[src/rtl/wdr_pkg.sv]
// Package: shared types and destination indices for the timer-watchdog event router.
// Assumes: two interrupt destinations; all selects are single bits.
package wdr_pkg;

    typedef enum logic {
        MODE_WATCHDOG = 1'b0,
        MODE_TIMER    = 1'b1
    } cnt_mode_e;

    typedef enum logic {
        SRC_COUNTER = 1'b0,
        SRC_PIN     = 1'b1
    } irq_src_e;

    typedef struct packed {
        cnt_mode_e mode;
        irq_src_e  a0_src;
        irq_src_e  top_src;
    } route_cfg_t;

    localparam int NUM_DEST = 2;
    localparam int DEST_A0  = 0;
    localparam int DEST_TOP = 1;

endpackage

[src/rtl/wdr_pin_sync.sv]
// Module: wdr_pin_sync
// Brings an asynchronous pin into the clock domain through a chain of flip-flops
// and emits a one-cycle pulse on each rising edge of the synchronised level.
// Assumes: STAGES >= 2; pin pulses last longer than one clock period.
module wdr_pin_sync #(
    parameter int STAGES = 2
) (
    input  logic clk,
    input  logic rst_n,
    input  logic pin_async,
    output logic pin_rise
);
    logic [STAGES-1:0] chain;
    logic              last_lvl;

    // Shift the pin through the synchroniser chain.
    always_ff @(posedge clk) begin
        if (!rst_n) begin
            chain <= '0;
        end else begin
            chain <= {chain[STAGES-2:0], pin_async};
        end
    end

    // Remember the previous synchronised level for edge detection.
    always_ff @(posedge clk) begin
        if (!rst_n) begin
            last_lvl <= 1'b0;
        end else begin
            last_lvl <= chain[STAGES-1];
        end
    end

    // Rising edge of the synchronised level.
    always_comb begin
        pin_rise = chain[STAGES-1] & ~last_lvl;
    end

endmodule

[src/rtl/wdr_route.sv]
// Module: wdr_route
// Combinational steering of end-of-count and pin edges to the reset cause and
// the hardware set lines of the pending latches.
// Assumes: eoc is a single-cycle pulse; pin_rise is already synchronous.
module wdr_route
    import wdr_pkg::*;
(
    input  route_cfg_t          cfg,
    input  logic                eoc,
    input  logic                pin_rise,
    output logic [NUM_DEST-1:0] hw_set,
    output logic                wd_cause
);
    logic timer_eoc;

    // Split the end-of-count by counter mode.
    always_comb begin
        timer_eoc = (cfg.mode == MODE_TIMER) & eoc;
        wd_cause  = (cfg.mode == MODE_WATCHDOG) & eoc;
    end

    // A0 takes the pin or the timer end-of-count.
    always_comb begin
        if (cfg.a0_src == SRC_PIN) begin
            hw_set[DEST_A0] = pin_rise;
        end else begin
            hw_set[DEST_A0] = timer_eoc;
        end
    end

    // Top level takes the pin, or the end-of-count only when A0 does not claim it.
    always_comb begin
        if (cfg.top_src == SRC_PIN) begin
            hw_set[DEST_TOP] = pin_rise;
        end else begin
            hw_set[DEST_TOP] = timer_eoc & (cfg.a0_src == SRC_PIN);
        end
    end

endmodule

[src/rtl/wdr_pending.sv]
// Module: wdr_pending
// One set/clear latch per destination; set (hardware or software) beats clear.
// Assumes: strobes are single-cycle and synchronous.
module wdr_pending #(
    parameter int N = 2
) (
    input  logic         clk,
    input  logic         rst_n,
    input  logic [N-1:0] hw_set,
    input  logic [N-1:0] sw_set,
    input  logic [N-1:0] sw_clr,
    output logic [N-1:0] pend
);
    for (genvar i = 0; i < N; i++) begin : g_dest
        // Per-destination latch: set has priority over clear.
        always_ff @(posedge clk) begin
            if (!rst_n) begin
                pend[i] <= 1'b0;
            end else if (hw_set[i] || sw_set[i]) begin
                pend[i] <= 1'b1;
            end else if (sw_clr[i]) begin
                pend[i] <= 1'b0;
            end
        end
    end

endmodule

[src/rtl/wdr_rst_stretch.sv]
// Module: wdr_rst_stretch
// Holds the system reset output for HOLD cycles after any cause and records
// watchdog-caused resets in a sticky flag that only power-on or software clears.
// Assumes: HOLD >= 1; causes are synchronous.
module wdr_rst_stretch #(
    parameter int HOLD = 4
) (
    input  logic clk,
    input  logic rst_n,
    input  logic wd_cause,
    input  logic ext_cause,
    input  logic flag_clr,
    output logic rst_out,
    output logic wd_flag
);
    localparam int CW = $clog2(HOLD + 1);

    logic [CW-1:0] remain;

    // Reload on any cause, otherwise count down to zero.
    always_ff @(posedge clk) begin
        if (!rst_n) begin
            remain <= '0;
        end else if (wd_cause || ext_cause) begin
            remain <= CW'(HOLD);
        end else if (remain != '0) begin
            remain <= remain - CW'(1);
        end
    end

    // Sticky watchdog-reset record; a new cause beats the clear.
    always_ff @(posedge clk) begin
        if (!rst_n) begin
            wd_flag <= 1'b0;
        end else if (wd_cause) begin
            wd_flag <= 1'b1;
        end else if (flag_clr) begin
            wd_flag <= 1'b0;
        end
    end

    // Reset is active while the hold count is non-zero.
    always_comb begin
        rst_out = (remain != '0);
    end

endmodule

[src/rtl/wdt_event_router.sv]
// Module: wdt_event_router
// Top level: routes a timer/watchdog end-of-count, an external pin and an external
// reset request to a stretched system reset and two interrupt pending latches.
// Assumes: rst_n is the power-on reset only; sys_rst_out does not reset this block.
module wdt_event_router
    import wdr_pkg::*;
#(
    parameter int RST_HOLD    = 4,
    parameter int SYNC_STAGES = 2
) (
    input  logic clk,
    input  logic rst_n,
    input  logic cfg_mode,
    input  logic cfg_a0_pin,
    input  logic cfg_top_pin,
    input  logic eoc_pulse,
    input  logic ext_pin,
    input  logic ext_rst_req,
    input  logic sw_set_a0,
    input  logic sw_set_top,
    input  logic sw_clr_a0,
    input  logic sw_clr_top,
    input  logic sw_clr_wdflag,
    output logic a0_pending,
    output logic top_pending,
    output logic sys_rst_out,
    output logic wd_reset_flag
);
    route_cfg_t          cfg;
    logic                pin_rise;
    logic                wd_cause;
    logic [NUM_DEST-1:0] hw_set;
    logic [NUM_DEST-1:0] sw_set;
    logic [NUM_DEST-1:0] sw_clr;
    logic [NUM_DEST-1:0] pend;

    // Pack the configuration and software strobes by destination index.
    always_comb begin
        cfg.mode          = cnt_mode_e'(cfg_mode);
        cfg.a0_src        = irq_src_e'(cfg_a0_pin);
        cfg.top_src       = irq_src_e'(cfg_top_pin);
        sw_set[DEST_A0]   = sw_set_a0;
        sw_set[DEST_TOP]  = sw_set_top;
        sw_clr[DEST_A0]   = sw_clr_a0;
        sw_clr[DEST_TOP]  = sw_clr_top;
        a0_pending        = pend[DEST_A0];
        top_pending       = pend[DEST_TOP];
    end

    wdr_pin_sync #(.STAGES(SYNC_STAGES)) u_sync (
        .clk       (clk),
        .rst_n     (rst_n),
        .pin_async (ext_pin),
        .pin_rise  (pin_rise)
    );

    wdr_route u_route (
        .cfg      (cfg),
        .eoc      (eoc_pulse),
        .pin_rise (pin_rise),
        .hw_set   (hw_set),
        .wd_cause (wd_cause)
    );

    wdr_pending #(.N(NUM_DEST)) u_pend (
        .clk    (clk),
        .rst_n  (rst_n),
        .hw_set (hw_set),
        .sw_set (sw_set),
        .sw_clr (sw_clr),
        .pend   (pend)
    );

    wdr_rst_stretch #(.HOLD(RST_HOLD)) u_rst (
        .clk       (clk),
        .rst_n     (rst_n),
        .wd_cause  (wd_cause),
        .ext_cause (ext_rst_req),
        .flag_clr  (sw_clr_wdflag),
        .rst_out   (sys_rst_out),
        .wd_flag   (wd_reset_flag)
    );

endmodule

[config.mk]
export PLATFORM = sky130hd
export DESIGN_NAME = wdt_event_router
export DESIGN_NICKNAME = d
export VERILOG_FILES = /design/src/rtl/wdr_pkg.sv /design/src/rtl/wdr_pin_sync.sv /design/src/rtl/wdr_route.sv /design/src/rtl/wdr_pending.sv /design/src/rtl/wdr_rst_stretch.sv /design/src/rtl/wdt_event_router.sv
export SDC_FILE = /design/constraint.sdc
export NUM_CORES = 1
export LEC_CHECK = 0
export ABC_AREA = 0
export BUFFER_PORTS_ARGS = -buffer_cell sky130_fd_sc_hd__buf_2
export CORE_AREA = 3 3 40 42
export CTS_CLUSTER_SIZE = 8
export DETAILED_ROUTE_END_ITERATION = 7
export DIE_AREA = 0 0 43 45
export PLACE_DENSITY = 0.66
export SLEW_MARGIN = 20
export SYNTH_ARGS = -nofsm -noshare
export SYNTH_HDL_FRONTEND = slang
export SYNTH_SLANG_ARGS = --single-unit
[constraint.sdc]
create_clock -name clk -period 2.4 [get_ports clk]
set_clock_uncertainty 0.2 [all_clocks]
set_input_delay 0.24 -clock clk [delete_from_list [all_inputs] [get_ports clk]]
set_output_delay 0.24 -clock clk [all_outputs]
set_load 0.01 [all_outputs]
=== After elaboration in Yosys (flattened, before gate mapping) ===
Cells that the tools add are included.

* Reduce and logical (&&, ||, !) cells: 9
* Bitwise gates (word level): 7
* Mux-type cells: 10
* $add $sub $neg: 1

{| class="wikitable"
|+ Operators with widths
! kind !! count
|-
| $mux W1 || 8
|-
| $reduce_bool A2 Y1 || 4
|-
| $mux W3 || 2
|-
| $and A1 B1 Y1 || 4
|-
| $logic_or A1 B1 Y1 || 3
|-
| $not A1 Y1 || 3
|-
| $reduce_bool A3 Y1 || 1
|-
| $sub A3 B1 Y3 const B || 1
|-
| $reduce_or A2 Y1 || 1
|}

* Flip-flop bits (word level): 9

=== Logic depth before layout (Yosys ltp) ===
Gate-level depths: netlist of the first run.

* Depth after elaboration: 5
* Mapped depth: 6
* Depth with buffers taken out: 6

=== Hierarchy ===
A second synthesis of the first run with hierarchy kept.

* Cell total of the unflattened synthesis: 41
* Area, all modules: 410.4 µm²

{| class="wikitable"
|+ Modules (own cells, without submodules)
! module !! cells an instance !! times used !! area each (µm²)
|-
| wdr_rst_stretch || 21 || 1 || 210.2
|-
| wdr_pin_sync || 7 || 1 || 92.6
|-
| wdr_pending || 6 || 1 || 70.1
|-
| wdr_route || 7 || 1 || 37.5
|}

=== Worst setup path before layout of the first run ===
No wires, ideal clock.

* Path type: reg-to-reg
* From: register u_rst.remain[0]
* To: register u_rst.remain[1]
* Setup slack: 0.749 ns
* Period minus slack after synthesis: 1.651 ns
* Data required time: 2.097 ns
* Buffers on the path: 0
* Stages on the path, launching flop included: 6
* Arrival time: 1.347 ns
* Cell sequence: dfxtp_1 -> inv_1 -> ha_1 -> ha_1 -> or2_1 -> a2111oi_2

* Cells in the longest elaborated chain, start to end: 1
* Elaborated cells on any way between the ends: 2

{| class="wikitable"
|+ RTL lines
! what !! RTL line !! RTL
|-
| start: declaration || wdr_rst_stretch.sv:18 || <nowiki>logic [CW-1:0] remain;</nowiki>
|-
| start signal: assignment || wdr_rst_stretch.sv:25 || <nowiki>remain <= CW'(HOLD);</nowiki>
|-
| start signal: assignment || wdr_rst_stretch.sv:27 || <nowiki>remain <= remain - CW'(1);</nowiki>
|-
| $sub A3 B1 Y3 or $reduce_bool A3 Y1 (tied branches) || wdr_rst_stretch.sv:27, wdr_rst_stretch.sv:26 ||
|}

Parallel ways exist; a longest one is shown, timed or not.
A chain may end at the register's enable or synchronous reset.

=== Final worst setup path of the first run ===
Ends and elaborated chain as after synthesis.

==> run summary, run 1 <==
First-pass GRT wire length: 1214 um
Worst hold path type: input port to register
Gr ovfl total: 0
H-Tree Depth: 1
Core Box Area: 0.001285 mm2
Vias in the first global route: 304
Syn_area_per_cell: 9.949 um2
Worst Hold Depth: 3
CP Launch Point: u_rst.remain[0]$_SDFFE_PP0P_
Vias: 338
Critical path endpoint: u_rst.remain[1]$_SDFFE_PP0P_
Most frequent cell after synthesis: dfxtp_1
FFs w/ async S/R, synth: 0%
Post-route ant nets: 0
Power Total: 333.9 uW
Initial antenna violation count: 0
Largest net degree at the start of global routing: 7
Hold WS: 0.04916 ns
CP Launch Type: register
Clock network power share: 34.6%
Post-synth EDFFs: 0
R2r worst-path depth: 5
Sw frac: 25.11%
CTS tree: built
Final setup margin: 0.6429 ns
Cell Rows: 13
Synth-to-Final Area Change: 35.89%
LEAKAGE: 0.2685 nW
Die height: 45 um
Drt pass-1 iters: 4
I/O Buffers: 16
Number of diodes: 0
Synthesized area: 407.9 um2
Gate count after technology mapping: 41
Commonest cells post-synth: dfxtp_1 (9), inv_1 (8), and2_1 (3), ha_1 (3), nand3b_1 (3)
Post-Syn Nets: 57
Met1 Use GR: 9.976%
Final setup viols: 0
Reg2Reg Setup Slack: 0.64 ns
CTS clk-pin slew, worst paths: 0.06 ns
Max Cap Violations: 0
Vias per std cell: 4.333
Synth warn: 0
Fin crit period: 1.757 ns
Share of post-route cells with drive strength above 1: 34.92%
R2r endpoint: u_rst.remain[1]$_SDFFE_PP0P_
# resized after CTS: 0
GPL Wtd Cong: 0.6678
Final Net Count: 80
CTS buffer count: 3
DRT Wirelength: 692 um
Combinational Power Share: 16.7%
R2r startpoint: u_rst.remain[0]$_SDFFE_PP0P_
Sw Pwr: 83.83 uW
Register area: 180.2 um2
Fin crit share: 73.21%
Pre-CTS setup slack: 0.6525 ns
Die width: 43 um
Die area: 0.001935 mm2
Hold Vio Cnt, Final: 0
CP Max Fanout: 5
CTS sink cnt: 9
Finished Cell Area: 554.3 um2
GR Util All Layers: 8.855%
Sum Neg Setup Slack: 0 ns
DRC: 0
DP Wirelength: 550 um
Pins Over Slew Limit: 0
Clk buf depth: 2
Pwr dens: 602.4 mW/mm2
Synth top area share: 44.17%
I/O pin count: 17
Clk Latency, worst-skew pair: 0.26 ns
DR WL/cell: 8.872 um
Cell variety after synth: 17
1st-iter DRT viols: 7
Worst vdd rail ir drop: 0.4162 mV
RSZ-0062 raised after global routing: false
CP required: 2.36 ns
Met3 Usage GRT: 7.171%
GRT busiest layer: met2
Arrival time at the worst endpoint: 1.71 ns
Post-synth top area cell: dfxtp_1
Outcome: completed
Worst slew margin: 78.73%
Primary FF master, synth: dfxtp_1
Critical path class: register to register
Worst-Margin Slew: 0.3183 ns
Top cells by area, synth: dfxtp_1 (44%), ha_1 (9.2%), inv_1 (7.4%)
Fmax: 0.5691 GHz
Internal Power: 250.0 uW
Sequential share of power: 48.7%
Fillers: 129
Root buf cell: clkbuf_4
Synth Register Bits: 9
Sequential share of the synthesized area: 44.17%
Area occupied by multi-input gates: 197.7 um2
Post-Place Cell Area: 506.7 um2
Critical path capture point type: register
Starting Density: 31.74%
Met2 global-route usage: 12.28%
power groups by stage:
stage	Sequential, mW	Clock (mW)	Combinational (mW)
floorplan	0.167	0	0.0301
global placement	0.166	0	0.0532
detailed placement	0.166	0	0.0537
CTS	0.163	0.122	0.0569
global route	0.164	0.132	0.0637
finish	0.163	0.116	0.0557
logic make-up after synthesis:
| logic type | synth area share (%) |
|---|---|
| xor+xnor | 2.148 |
| simple gates | 22.39 |
| mux | 2.761 |
| fa+ha+maj | 9.203 |
| buf+inv | 7.362 |
| compound gates | 11.96 |
| flops | 44.17 |
flip-flops by register name, indices dropped and copies added (netlist names):
name	count
u_sync.last_lvl	1
u_rst.wd_flag	1
u_pend.pend	2
u_rst.remain	3
u_sync.chain	2
layout make-up:
type                       instances  share of cell area (%)
clock buffer                       3                   4.063
clock inverter                     1                  0.9029
inverter                           8                   5.418
multi-input combinational         24                   35.67
sequential                         9                   32.51
tap                               15                   3.386
timing repair buffer              18                   18.06
per-stage QoR:
stage,utilization (%),cells
3_3_place_gp,39.44,72
6_report,43.14,78
3_5_place_dp,39.44,72
2_1_floorplan,-,41
4_1_cts,43.14,78
5_1_grt,43.14,78
metal layers:
metal,wire [um],part of all wire (%),vias to the layer above
met4,0,0,0
met1,298,43,144
met5,0,0,-
met3,77,11,0
li1,-,-,180
met2,316,46,14
how the worst min path moves through the flow:
stage / startpoint / end / slack [ns]
2_1_floorplan: ext_rst_req / u_rst.remain[1]$_SDFFE_PP0P_ / 0.12
3_3_place_gp: u_sync.chain[0]$_SDFF_PN0_ / u_sync.chain[1]$_SDFF_PN0_ / 0.22
3_5_place_dp: u_sync.chain[0]$_SDFF_PN0_ / u_sync.chain[1]$_SDFF_PN0_ / 0.22
4_1_cts: rst_n / u_sync.chain[1]$_SDFF_PN0_ / 0.04
5_1_grt: rst_n / u_rst.remain[2]$_SDFFE_PN0P_ / 0.04
6_report: sw_set_a0 / u_pend.pend[0]$_SDFFE_PN0P_ / 0.05
critical path, stage by stage (launching register included):
cell	delay, ns
dfxtp_1	0.34
inv_1	0.05
ha_1	0.21
ha_1	0.25
or2_1	0.26
a2111oi_2	0.34
cells in the final DEF, fill, tap and decap left out:
master,count
inv_1,8
dfxtp_1,9
a2111oi_2,1
nor2b_1,2
ha_1,3
and2_1,3
a41oi_1,2
xor2_1,1
nand3b_1,3
mux2_2,1
clkinv_2,1
or2_1,1
buf_2,16
clkbuf_4,3
dlygate4sd3_1,2
o21a_1,1
nor4_1,1
nand2b_1,2
nand4b_1,1
o31a_1,1
nand2_1,1
repair_timing:
action | CTS | global route
hold endpoints to repair | 3 | 0
setup buffers | 0 | 0
hold buffers | 2 | 0
Note: power is estimated with default switching activity, not from simulation.
==> run 2: changes to the inputs <==
--- a/config.mk
+++ b/config.mk
@@ -5,13 +5,13 @@
 export SDC_FILE = /design/constraint.sdc
 export NUM_CORES = 1
 export LEC_CHECK = 0
-export ABC_AREA = 0
+export ABC_AREA = 1
 export BUFFER_PORTS_ARGS = -buffer_cell sky130_fd_sc_hd__buf_2
 export CORE_AREA = 3 3 40 42
 export CTS_CLUSTER_SIZE = 8
 export DETAILED_ROUTE_END_ITERATION = 7
 export DIE_AREA = 0 0 43 45
-export PLACE_DENSITY = 0.66
+export PLACE_DENSITY = 0.69
 export SLEW_MARGIN = 20
 export SYNTH_ARGS = -nofsm -noshare
 export SYNTH_HDL_FRONTEND = slang
==> constraint.sdc (replaced) <==
create_clock -name clk -period 1.55 [get_ports clk]
set_clock_uncertainty 0.2 [all_clocks]
set_input_delay 0.155 -clock clk [delete_from_list [all_inputs] [get_ports clk]]
set_output_delay 0.155 -clock clk [all_outputs]
set_load 0.01 [all_outputs]
==> run summary, run 2 <==
Gate count after technology mapping: 60 (was 41)
DR WL/cell: 7.650 um (was 8.872 um)
R2r worst-path depth: 8 (was 5)
Outcome: finished, violations left (was completed)
Syn_area_per_cell: 6.965 um2 (was 9.949 um2)
Cell variety after synth: 12 (was 17)
Top Registers: u_rst.remain (3), u_pend.pend (2), u_sync.chain (2) (unchanged)
CP Max Fanout: 4 (was 5)
Vias per std cell: 4.010 (was 4.333)
Die area: 0.001935 mm2 (unchanged)
Synth-to-Final Area Change: 57.78% (was 35.89%)
Sw Pwr: 147.5 uW (was 83.83 uW)
Initial antenna violation count: 0 (unchanged)
Worst-Margin Slew: 0.1480 ns (was 0.3183 ns)
Sequential share of power: 45.3% (was 48.7%)
Sum Neg Setup Slack: 0 ns (unchanged)
Power Total: 558.5 uW (was 333.9 uW)
CP required: 1.19 ns (was 2.36 ns)
GR Util All Layers: 9.008% (was 8.855%)
Synth Register Bits: 9 (unchanged)
Fin crit period: 1.504 ns
Synth warn: 0 (unchanged)
CTS buffer count: 3 (unchanged)
GPL Wtd Cong: 0.6157 (was 0.6678)
R2r startpoint: u_rst.remain[0]$_SDFFE_PP0P_ (unchanged)
Largest reg by FF count: u_rst.remain (unchanged)
Pwr dens: 847.0 mW/mm2 (was 602.4 mW/mm2)
Max Cap Violations: 0 (unchanged)
Die width: 43 um (unchanged)
LEAKAGE: 0.3700 nW (was 0.2685 nW)
Pins Over Slew Limit: 0 (unchanged)
DP Wirelength: 606 um (was 550 um)
Most frequent cell after synthesis: inv_1 (was dfxtp_1)
Die height: 45 um (unchanged)
Clock network power share: 32.9% (was 34.6%)
Number of diodes: 0 (unchanged)
Hold WS: -0.003327 ns (was 0.04916 ns)
I/O Buffers: 16 (unchanged)
Arrival time at the worst endpoint: 1.15 ns (was 1.71 ns)
Clk Latency, worst-skew pair: 0.26 ns (about the same)
Fmax: 0.6651 GHz
DRT Wirelength: 788 um (was 692 um)
Critical path class: register to primary output (was register to register)
Reg2Reg Setup Slack: 0.25 ns (was 0.64 ns)
Gr ovfl total: 0 (unchanged)
RSZ-0062 raised after global routing: false (unchanged)
First-pass GRT wire length: 1297 um (was 1214 um)
Root buf cell: clkbuf_4 (unchanged)
Post-route ant nets: 0 (unchanged)
DRC: 0 (unchanged)
CTS sink cnt: 9 (unchanged)
Max reg flops: 3 (unchanged)
Share of post-route cells with drive strength above 1: 30.68% (was 34.92%)
Synthesized area: 417.9 um2 (was 407.9 um2)
Cell Rows: 13 (unchanged)
Hold Vio Cnt, Final: 1 (was 0)
Final setup viols: 0 (unchanged)
Post-Syn Nets: 76 (was 57)
Synth top area share: 43.11% (was 44.17%)
Most common cell after layout, fill and taps aside: inv_1 (was buf_2)
Vias: 413 (was 338)
Fin crit share: 97.01%
Worst slew margin: 90.06% (was 78.73%)
Worst vdd rail ir drop: 0.4541 mV (was 0.4162 mV)
Wl on met1: 364 um (was 298 um)
CTS tree: built (unchanged)
Top layer in use: met3 (unchanged)
Worst hold start: cfg_mode (was sw_set_a0)
Failing checks: negative hold slack
Combinational Power Share: 21.9% (was 16.7%)
Internal Power: 411.0 uW (was 250.0 uW)
Top cells by area, synth: dfxtp_1 (43%), inv_1 (14%), nand2_1 (9.9%) (was dfxtp_1 (44%), ha_1 (9.2%), inv_1 (7.4%))
Metal3 WL: 52 um (was 77 um)
CTS clk-pin slew, worst paths: 0.06 ns (about the same)
Core Box Area: 0.001285 mm2 (unchanged)
H-Tree Depth: 1 (unchanged)
FFs w/ async S/R, synth: 0% (unchanged)
Primary FF master, synth: dfxtp_1 (unchanged)
Met2 routed WL: 372 um (was 316 um)
Commonest non-fill, non-tap cells in the layout: inv_1 (16), buf_2 (15), nand2_1 (11) (was buf_2 (16), dfxtp_1 (9), inv_1 (8))
Worst Hold Depth: 4 (was 3)
Post-synth EDFFs: 0 (unchanged)
Clk buf depth: 2 (unchanged)
CP Launch Point: u_rst.remain[0]$_SDFFE_PP0P_ (unchanged)
I/O pin count: 17 (unchanged)
Final Net Count: 105 (was 80)
Worst hold path type: input port to register (unchanged)
Vias in the first global route: 372 (was 304)
Largest net degree at the start of global routing: 6 (was 7)
Critical path capture point type: primary output (was register)
Drt pass-1 iters: 4 (unchanged)
R2r endpoint: u_rst.remain[2]$_SDFFE_PN0P_ (was u_rst.remain[1]$_SDFFE_PP0P_)
Hold path endpoint: u_rst.wd_flag$_SDFFE_PN0P_ (was u_pend.pend[0]$_SDFFE_PN0P_)
Post-synth top area cell: dfxtp_1 (unchanged)
Starting Density: 32.52% (was 31.74%)
CP Launch Type: register (unchanged)
Commonest cells post-synth: inv_1 (16), nand2_1 (11), dfxtp_1 (9) (was dfxtp_1 (9), inv_1 (8), and2_1 (3), ha_1 (3), nand3b_1 (3))
Sequential share of the synthesized area: 43.11% (was 44.17%)
Sw frac: 26.41% (was 25.11%)
1st-iter DRT viols: 4 (was 7)
run 2: metrics by stage:
stage,area (um2),setup slack [ns],hold WS (ns),instances,utilization (%)
6_report,659.4,0.04641,-0.003327,103,51.31
5_1_grt,659.4,0.01073,0.04546,103,51.31
4_1_cts,639.4,0.004679,0.0003077,103,49.76
3_5_place_dp,516.7,0.1397,0.1382,91,40.21
3_3_place_gp,516.7,0.1980,0.1384,91,40.21
2_1_floorplan,417.9,0.1932,0.04845,60,-
run 2: kinds of logic after synthesis:
family | after synthesis | share of synthesized area [%]
xor+xnor | 1 | 2.096
flops | 9 | 43.11
fa+ha+maj | 3 | 8.983
simple gates | 23 | 22.75
compound gates | 5 | 5.987
buf+inv | 19 | 17.07
run 2: cell type report:
type,instances,area (um2)
Fill cell,125,625.6
Sequential cell,9,182.7
Clock buffer,4,26.28
Inverter,19,73.82
Tap cell,15,18.77
Timing Repair Buffer,24,166.4
Multi-Input combinational cell,32,191.4
run 2: worst max-delay path: stages (launching register included):
cell	delay [ns]
dfxtp_2	0.33
inv_1	0.06
ha_4	0.17
ha_4	0.18
inv_4	0.06
buf_6	0.09
run 2: per-layer routing:
layer / global-route usage (%) / up-vias
met5: 0 / -
met4: 7.229 / 0
met3: 1.195 / 0
met2: 16.17 / 11
met1: 9.443 / 172
li1: - / 230
run 2: power groups by stage:
stage | sequential (mW) | clock, mW | combinational (mW)
after floorplan | 0.259 | 0 | 0.0509
after global placement | 0.257 | 0 | 0.0848
after detailed placement | 0.257 | 0 | 0.0874
after CTS | 0.253 | 0.188 | 0.111
after global routing | 0.254 | 0.194 | 0.137
final | 0.253 | 0.184 | 0.122
run 2: how the worst max path moves through the flow:
stage                                   end  slack, ns  cells past startpoint
2_1_floorplan  u_rst.remain[2]$_SDFFE_PN0P_       0.19                      7
3_3_place_gp   u_rst.remain[2]$_SDFFE_PN0P_       0.20                      7
3_5_place_dp   u_rst.remain[0]$_SDFFE_PP0P_       0.14                      5
4_1_cts                         sys_rst_out      0.005                      5
5_1_grt                         sys_rst_out       0.01                      5
6_report                        sys_rst_out       0.05                      5
run 2: repair_timing:
item / 4_1_cts / 5_1_grt
setup endpoints to repair: 1 / 1
hold endpoints to repair: 8 / 0
pin swaps: 0 / 1
hold buffers: 8 / 0
buffers inserted: 0 / 0
resized for setup: 4 / 4
